`config.mk`:
```
export PLATFORM = sky130hd
export DESIGN_NAME = serial_rx_queue
export DESIGN_NICKNAME = d
export VERILOG_FILES = /design/src/rtl/serial_rx_queue.sv
export SDC_FILE = /design/constraint.sdc
export NUM_CORES = 1
export LEC_CHECK = 0
export BUFFER_PORTS_ARGS = -buffer_cell sky130_fd_sc_hd__buf_4
export CAP_MARGIN = 20
export CORE_MARGIN = 4
export CORE_UTILIZATION = 35
export CTS_CLUSTER_DIAMETER = 30
export DETAILED_ROUTE_END_ITERATION = 8
export GPL_TIMING_DRIVEN = 0
export PLACE_DENSITY = 0.52
export SYNTH_ARGS = -nofsm -noshare
export SYNTH_HDL_FRONTEND = slang
export SYNTH_SLANG_ARGS = --single-unit
```
`constraint.sdc`:
```
create_clock -name clk -period 2.9 [get_ports clk]
set_input_delay 0.145 -clock clk [delete_from_list [all_inputs] [get_ports clk]]
set_output_delay 0.145 -clock clk [all_outputs]
set_load 0.02 [all_outputs]
```
`src/rtl/serial_rx_queue.sv`:
```
module serial_rx_queue #(
  parameter int DEPTH = 16,
  parameter int OVS   = 16
) (
  input  logic       clk,
  input  logic       rst,
  input  logic       tick,
  input  logic       rxd,
  input  logic       par_en,
  input  logic       par_even,
  input  logic [1:0] thr_sel,
  input  logic       pop,
  input  logic       ack_ovr,
  output logic [7:0] rd_data,
  output logic       rx_ready,
  output logic       lvl_irq,
  output logic       err_par,
  output logic       err_frm,
  output logic       err_brk,
  output logic       err_any,
  output logic       overrun
);
  localparam int AW   = $clog2(DEPTH);
  localparam int CW   = $clog2(OVS);
  localparam int EW   = 11;
  localparam logic [CW-1:0] MID_START = CW'(OVS / 2 - 1);
  localparam logic [CW-1:0] BIT_END   = CW'(OVS - 1);
  localparam logic [AW:0]   LV_FULL   = (AW + 1)'(DEPTH);

  typedef enum logic [2:0] {S_IDLE, S_START, S_DATA, S_PAR, S_STOP, S_HOLD} rx_state_t;

  logic [1:0]    sy;
  logic [2:0]    hist;
  logic          filt;
  rx_state_t     st;
  logic [CW-1:0] cnt;
  logic [2:0]    nbit;
  logic [7:0]    shf;
  logic          pbit, stopb, pen_l, pev_l, done;

  always_ff @(posedge clk or posedge rst)
    if (rst) begin
      sy   <= 2'b11;
      hist <= 3'b111;
    end else begin
      sy <= {sy[0], rxd};
      if (tick) hist <= {hist[1:0], sy[1]};
    end

  assign filt = (hist[0] & hist[1]) | (hist[1] & hist[2]) | (hist[0] & hist[2]);

  always_ff @(posedge clk or posedge rst)
    if (rst) begin
      st    <= S_IDLE;
      cnt   <= '0;
      nbit  <= '0;
      shf   <= '0;
      pbit  <= 1'b0;
      stopb <= 1'b1;
      pen_l <= 1'b0;
      pev_l <= 1'b0;
      done  <= 1'b0;
    end else begin
      done <= 1'b0;
      if (tick) begin
        case (st)
          S_IDLE:
            if (!filt) begin
              st  <= S_START;
              cnt <= '0;
            end
          S_START:
            if (cnt == MID_START) begin
              cnt <= '0;
              if (!filt) begin
                st    <= S_DATA;
                nbit  <= '0;
                pbit  <= 1'b0;
                pen_l <= par_en;
                pev_l <= par_even;
              end else begin
                st <= S_IDLE;
              end
            end else begin
              cnt <= cnt + 1'b1;
            end
          S_DATA:
            if (cnt == BIT_END) begin
              cnt  <= '0;
              shf  <= {filt, shf[7:1]};
              nbit <= nbit + 1'b1;
              if (nbit == 3'd7) st <= pen_l ? S_PAR : S_STOP;
            end else begin
              cnt <= cnt + 1'b1;
            end
          S_PAR:
            if (cnt == BIT_END) begin
              cnt  <= '0;
              pbit <= filt;
              st   <= S_STOP;
            end else begin
              cnt <= cnt + 1'b1;
            end
          S_STOP:
            if (cnt == BIT_END) begin
              cnt   <= '0;
              stopb <= filt;
              done  <= 1'b1;
              st    <= filt ? S_IDLE : S_HOLD;
            end else begin
              cnt <= cnt + 1'b1;
            end
          S_HOLD:
            if (filt) st <= S_IDLE;
          default: st <= S_IDLE;
        endcase
      end
    end

  logic          new_pe, new_fe, new_brk;
  logic [EW-1:0] mem [DEPTH];
  logic [AW-1:0] wp, rp;
  logic [AW:0]   lvl, errcnt, thr;
  logic [EW-1:0] head;
  logic          full, push, popv, push_bad, pop_bad;

  assign new_pe  = pen_l & (pbit != (^shf ^ ~pev_l));
  assign new_fe  = ~stopb;
  assign new_brk = ~stopb & (shf == 8'h00) & ~(pen_l & pbit);

  assign full = (lvl == LV_FULL);
  assign push = done & ~full;
  assign popv = pop & (lvl != '0);
  assign head = mem[rp];

  assign push_bad = push & (new_pe | new_fe | new_brk);
  assign pop_bad  = popv & (|head[10:8]);

  always_ff @(posedge clk)
    if (push) mem[wp] <= {new_brk, new_fe, new_pe, shf};

  always_ff @(posedge clk or posedge rst)
    if (rst) begin
      wp      <= '0;
      rp      <= '0;
      lvl     <= '0;
      errcnt  <= '0;
      overrun <= 1'b0;
    end else begin
      if (push) wp <= (wp == AW'(DEPTH - 1)) ? '0 : wp + 1'b1;
      if (popv) rp <= (rp == AW'(DEPTH - 1)) ? '0 : rp + 1'b1;
      lvl    <= lvl + (AW + 1)'(push) - (AW + 1)'(popv);
      errcnt <= errcnt + (AW + 1)'(push_bad) - (AW + 1)'(pop_bad);
      if (done && full) overrun <= 1'b1;
      else if (ack_ovr) overrun <= 1'b0;
    end

  always_comb
    case (thr_sel)
      2'd0:    thr = (AW + 1)'(1);
      2'd1:    thr = (AW + 1)'(4);
      2'd2:    thr = (AW + 1)'(8);
      default: thr = (AW + 1)'(14);
    endcase

  assign rx_ready = (lvl != '0);
  assign lvl_irq  = (lvl >= thr);
  assign rd_data  = head[7:0];
  assign err_par  = rx_ready & head[8];
  assign err_frm  = rx_ready & head[9];
  assign err_brk  = rx_ready & head[10];
  assign err_any  = (errcnt != '0);
endmodule

```
==> flow_summary.html <==
<table>
<tr><th>Metric</th><th>Value</th></tr>
<tr><th colspan="2">Detailed routing</th></tr>
<tr><td>Highest Signal Layer</td><td>met4</td></tr>
<tr><td>Total DRC errors in the routed layout</td><td>0</td></tr>
<tr><td>Number of nets with antenna violations after routing</td><td>0</td></tr>
<tr><td>Number of DRC violations after detailed-routing iteration 0</td><td>273</td></tr>
<tr><td>Total number of vias</td><td>5169</td></tr>
<tr><td>Wire length on met2</td><td>10100 um</td></tr>
<tr><td>Detailed-route vias per instance</td><td>5.04</td></tr>
<tr><td>Met1 layer wirelength in the final routing</td><td>8960 um</td></tr>
<tr><td>Routed length on met3</td><td>855 um</td></tr>
<tr><td>Detailed Route WL</td><td>20300 um</td></tr>
<tr><td>Per-cell routed wire length</td><td>19.8 um</td></tr>
<tr><td>Detailed-router iteration count before antenna repair</td><td>4</td></tr>
<tr><th colspan="2">Global route</th></tr>
<tr><td>Gr usage total</td><td>0.142</td></tr>
<tr><td>Maximum number of pins on one net before global-route repair</td><td>27</td></tr>
<tr><td>Vias in the first global route</td><td>5496</td></tr>
<tr><td>Remaining Overflow, GRT</td><td>0</td></tr>
<tr><td>Number of antenna violations at the first check in global routing</td><td>0</td></tr>
<tr><td>Global-route wire length before repair</td><td>31600 um</td></tr>
<tr><th colspan="2">STA</th></tr>
<tr><td>Minimum period implied by the final worst setup slack</td><td>3.22 ns</td></tr>
<tr><td>Worst hold slack</td><td>0.112 ns</td></tr>
<tr><td># setup viols final</td><td>4</td></tr>
<tr><td>Summed negative setup slack over all endpoints</td><td>-0.738 ns</td></tr>
<tr><td>Actual slew at the worst max-slew pin</td><td>1.09 ns</td></tr>
<tr><td>RSZ-0062 raised after global routing</td><td>yes</td></tr>
<tr><td>Final Hold Vio Count</td><td>0</td></tr>
<tr><td>Worst setup slack after layout</td><td>-0.321 ns</td></tr>
<tr><td>Final Skew</td><td>0.0181 ns</td></tr>
<tr><td>Final Slew Violations</td><td>0</td></tr>
<tr><td>Final period util</td><td>1.11</td></tr>
<tr><td>Max_slew headroom</td><td>0.272</td></tr>
<tr><td>Max frequency</td><td>310 MHz</td></tr>
<tr><th colspan="2">Pwr</th></tr>
<tr><td>Pwr Density</td><td>930 nW/um2</td></tr>
<tr><td>Leakage power</td><td>4.66 nW</td></tr>
<tr><td>Maximum vdd drop</td><td>0.000425 V</td></tr>
<tr><td>Total Power Consumption</td><td>11.2 mW</td></tr>
<tr><th colspan="2">Synthesis</th></tr>
<tr><td>Number of instances in the synthesized netlist</td><td>546</td></tr>
<tr><td>Number of synthesis warnings</td><td>0</td></tr>
<tr><td>Post-synthesis average cell area</td><td>17.1 um2</td></tr>
<tr><td>Largest cells by area after synthesis</td><td>sky130_fd_sc_hd__edfxtp_1, sky130_fd_sc_hd__mux4_2, sky130_fd_sc_hd__dfrtp_1</td></tr>
<tr><td>Synthesis-stage register bit count</td><td>223</td></tr>
<tr><td>Count of unique library cells instantiated by Yosys</td><td>44</td></tr>
<tr><td>Sequential-to-total area share from yosys stat</td><td>0.692</td></tr>
<tr><td>Post-synth top area share</td><td>0.565</td></tr>
<tr><td>Number of flops mapped to enable cells by yosys</td><td>176</td></tr>
<tr><td>Netlist Area Pre-Place</td><td>9350 um2</td></tr>
<tr><td>Async SR Flop Fraction</td><td>0.211</td></tr>
<tr><td>Most used flip-flop cell after synthesis</td><td>sky130_fd_sc_hd__edfxtp_1</td></tr>
<tr><td>Biggest area consumer among synthesized cells</td><td>sky130_fd_sc_hd__edfxtp_1</td></tr>
<tr><td>Synth Net Count</td><td>586</td></tr>
<tr><th colspan="2">Final layout</th></tr>
<tr><td>Proportion of layout cells with a drive suffix above 1</td><td>0.351</td></tr>
<tr><td># nets final</td><td>691</td></tr>
<tr><td>Ant diodes</td><td>0</td></tr>
<tr><td>Area delta synth-&gt;final</td><td>29.1%</td></tr>
<tr><th colspan="2">Floorplanning</th></tr>
<tr><td>Row cnt</td><td>59</td></tr>
<tr><td>Starting density of the core</td><td>0.358</td></tr>
<tr><td>DIE HEIGHT</td><td>171 um</td></tr>
<tr><td>Top-Level Pins</td><td>25</td></tr>
<tr><td>Die area</td><td>29400 um2</td></tr>
<tr><td>Die outline width</td><td>171 um</td></tr>
<tr><td>CORE AREA</td><td>26100 um2</td></tr>
<tr><th colspan="2">Clock network</th></tr>
<tr><td>Clock latency on the worst-skew pair</td><td>0.53 ns</td></tr>
<tr><td>Sinks on the clock net</td><td>223</td></tr>
<tr><td>CTS tree</td><td>built</td></tr>
<tr><td>Clock root buffer</td><td>sky130_fd_sc_hd__clkbuf_16</td></tr>
<tr><td>Max Root-Sink Buffers</td><td>3</td></tr>
<tr><td>Htree depth</td><td>2</td></tr>
<tr><td>Number of buffers created by CTS</td><td>48</td></tr>
<tr><td>Clock-pin slew on the worst setup and hold paths</td><td>0.05 ns</td></tr>
<tr><th colspan="2">Outcome</th></tr>
<tr><td>Status</td><td>finished, violations left</td></tr>
<tr><td>Violated checks</td><td>setup timing</td></tr>
<tr><th colspan="2">Placement</th></tr>
<tr><td>Placer's final routability congestion estimate</td><td>0.774</td></tr>
<tr><td>Count of buffers from port buffering</td><td>23</td></tr>
<tr><td>Post-DP HPWL</td><td>13200 um</td></tr>
<tr><td>DP Worst Slack</td><td>-0.759 ns</td></tr>
<tr><th colspan="2">Setup path</th></tr>
<tr><td>Crit path launch type</td><td>flip-flop</td></tr>
<tr><td>Worst reg-to-reg setup slack</td><td>-0.32 ns</td></tr>
<tr><td>Kind of critical path</td><td>flip-flop to flip-flop</td></tr>
<tr><td>Kind of end point of the critical path</td><td>flip-flop</td></tr>
<tr><td>Arrival time of data at the critical path endpoint</td><td>3.62 ns</td></tr>
<tr><td>Top fanout value on the critical path</td><td>5</td></tr>
<tr><td>Critical path required time</td><td>3.30 ns</td></tr>
<tr><th colspan="2">Worst hold path</th></tr>
<tr><td>Hold crit path type</td><td>input port to flip-flop</td></tr>
<tr><th colspan="2">Run</th></tr>
<tr><td>Number of max-cap violations</td><td>0</td></tr>
</table>
through the flow:
step,utilization,cells,cell area (um2)
CTS,0.458,1019,12000
global route,0.462,1025,12100
floorplan,-,546,9360
global placement,0.381,904,9950
detailed placement,0.386,914,10100
finish,0.462,1025,12100
final cells by class:
type	instances	area [um2]
Clock inverter	32	353
Sequential cell	223	6480
Buffer	20	148
Fill cell	2275	14100
Timing Repair Buffer	58	512
Inverter	32	123
Clock buffer	57	1250
Multi-Input combinational cell	268	2770
Tap cell	335	419
synth_stat cells, types with 3 or more instances:
cell type                  number
sky130_fd_sc_hd__clkbuf_1      12
sky130_fd_sc_hd__buf_1          5
sky130_fd_sc_hd__a21oi_1       11
sky130_fd_sc_hd__nor2_1        27
sky130_fd_sc_hd__ha_1          28
sky130_fd_sc_hd__xor2_1         3
sky130_fd_sc_hd__buf_2          5
sky130_fd_sc_hd__nor3_1         9
sky130_fd_sc_hd__a21o_1         5
sky130_fd_sc_hd__nor2b_1        6
sky130_fd_sc_hd__edfxtp_1     176
sky130_fd_sc_hd__mux2_2         8
sky130_fd_sc_hd__inv_1         32
sky130_fd_sc_hd__o21ai_0       28
sky130_fd_sc_hd__nand2b_1       4
sky130_fd_sc_hd__a31oi_1        3
sky130_fd_sc_hd__nand4_1        3
sky130_fd_sc_hd__dfrtp_1       41
sky130_fd_sc_hd__and2_1         4
sky130_fd_sc_hd__nand2_1       32
sky130_fd_sc_hd__mux4_2        51
sky130_fd_sc_hd__nand3_1        8
sky130_fd_sc_hd__dfstp_2        6
sky130_fd_sc_hd__xnor2_1       12
worst paths after layout:
check | end | cells after the start | from
setup / recovery | errcnt[4] | 14 | rp[0]
hold / removal | hist[0] | 2 | tick
setup reg to reg | errcnt[4] | 14 | rp[0]
hold reg to reg | sy[1] | 0 | sy[0]
max in group asynchronous | hist[0] | 4 | rst
min in group asynchronous | st[0] | 3 | rst
metal layers:
layer	vias to the layer above	global-route usage
li1	2346	-
met1	2689	0.187
met2	100	0.237
met3	34	0.0336
met4	0	0.0444
met5	-	0
power breakdown:
| part | internal, mW | switching (mW) | leakage [nW] |
|---|---|---|---|
| sequential | 3.58 | 0.172 | 2.41 |
| combinational | 1.05 | 1.09 | 1.48 |
| clock | 3.62 | 1.71 | 0.766 |
sequential cells by signal (all words and copies together) (netlist names):
signal,count
pbit,1
nbit,3
stopb,1
lvl,5
pev_l,1
mem,176
errcnt,5
wp,4
hist,3
cnt,4
rp,4
done,1
st,3
overrun,1
shf,8
pen_l,1
sy,2
logic make-up after synthesis:
logic type,synth area share
compound gates,0.0363
mux,0.138
flops,0.692
buf+inv,0.0236
simple gates,0.0531
fa+ha+maj,0.0428
xor+xnor,0.0141
what timing repair did:
| item | 4_1_cts | 5_1_grt |
|---|---|---|
| setup endpoints to repair | 52 | 9 |
| endpoints found under the hold margin | 25 | 0 |
| pin swaps | 4 | 6 |
| hold buffers | 5 | 0 |
| gates cloned | 1 | 0 |
| gates resized for setup | 40 | 15 |
| setup buffers | 12 | 4 |
cell usage in the layout, fill, tap and decap left out, drive strengths merged, types with 8 or more instances in the layout:
master,count
a21oi,11
nand3,8
o21ai,28
buf,63
inv,37
clkinv,15
nor3,9
nand2,32
mux2,8
xnor2,12
mux4,53
ha,28
clkbuf,67
edfxtp,176
nor2,27
dfrtp,41
worst max-delay path, stage by stage, from the launching register on:
cell and delay, ns:
sky130_fd_sc_hd__dfrtp_2 0.43, sky130_fd_sc_hd__buf_12 0.15, sky130_fd_sc_hd__mux4_2 0.50, sky130_fd_sc_hd__mux4_2 0.49, sky130_fd_sc_hd__o31a_1 0.35, sky130_fd_sc_hd__ha_4 0.26
sky130_fd_sc_hd__inv_4 0.05, sky130_fd_sc_hd__ha_4 0.12, sky130_fd_sc_hd__inv_2 0.03, sky130_fd_sc_hd__fa_2 0.34, sky130_fd_sc_hd__inv_2 0.06, sky130_fd_sc_hd__a21oi_2 0.04
sky130_fd_sc_hd__nor2_1 0.09, sky130_fd_sc_hd__nor2_1 0.06, sky130_fd_sc_hd__xnor2_1 0.12
Note: power is estimated with default switching activity, not from simulation.
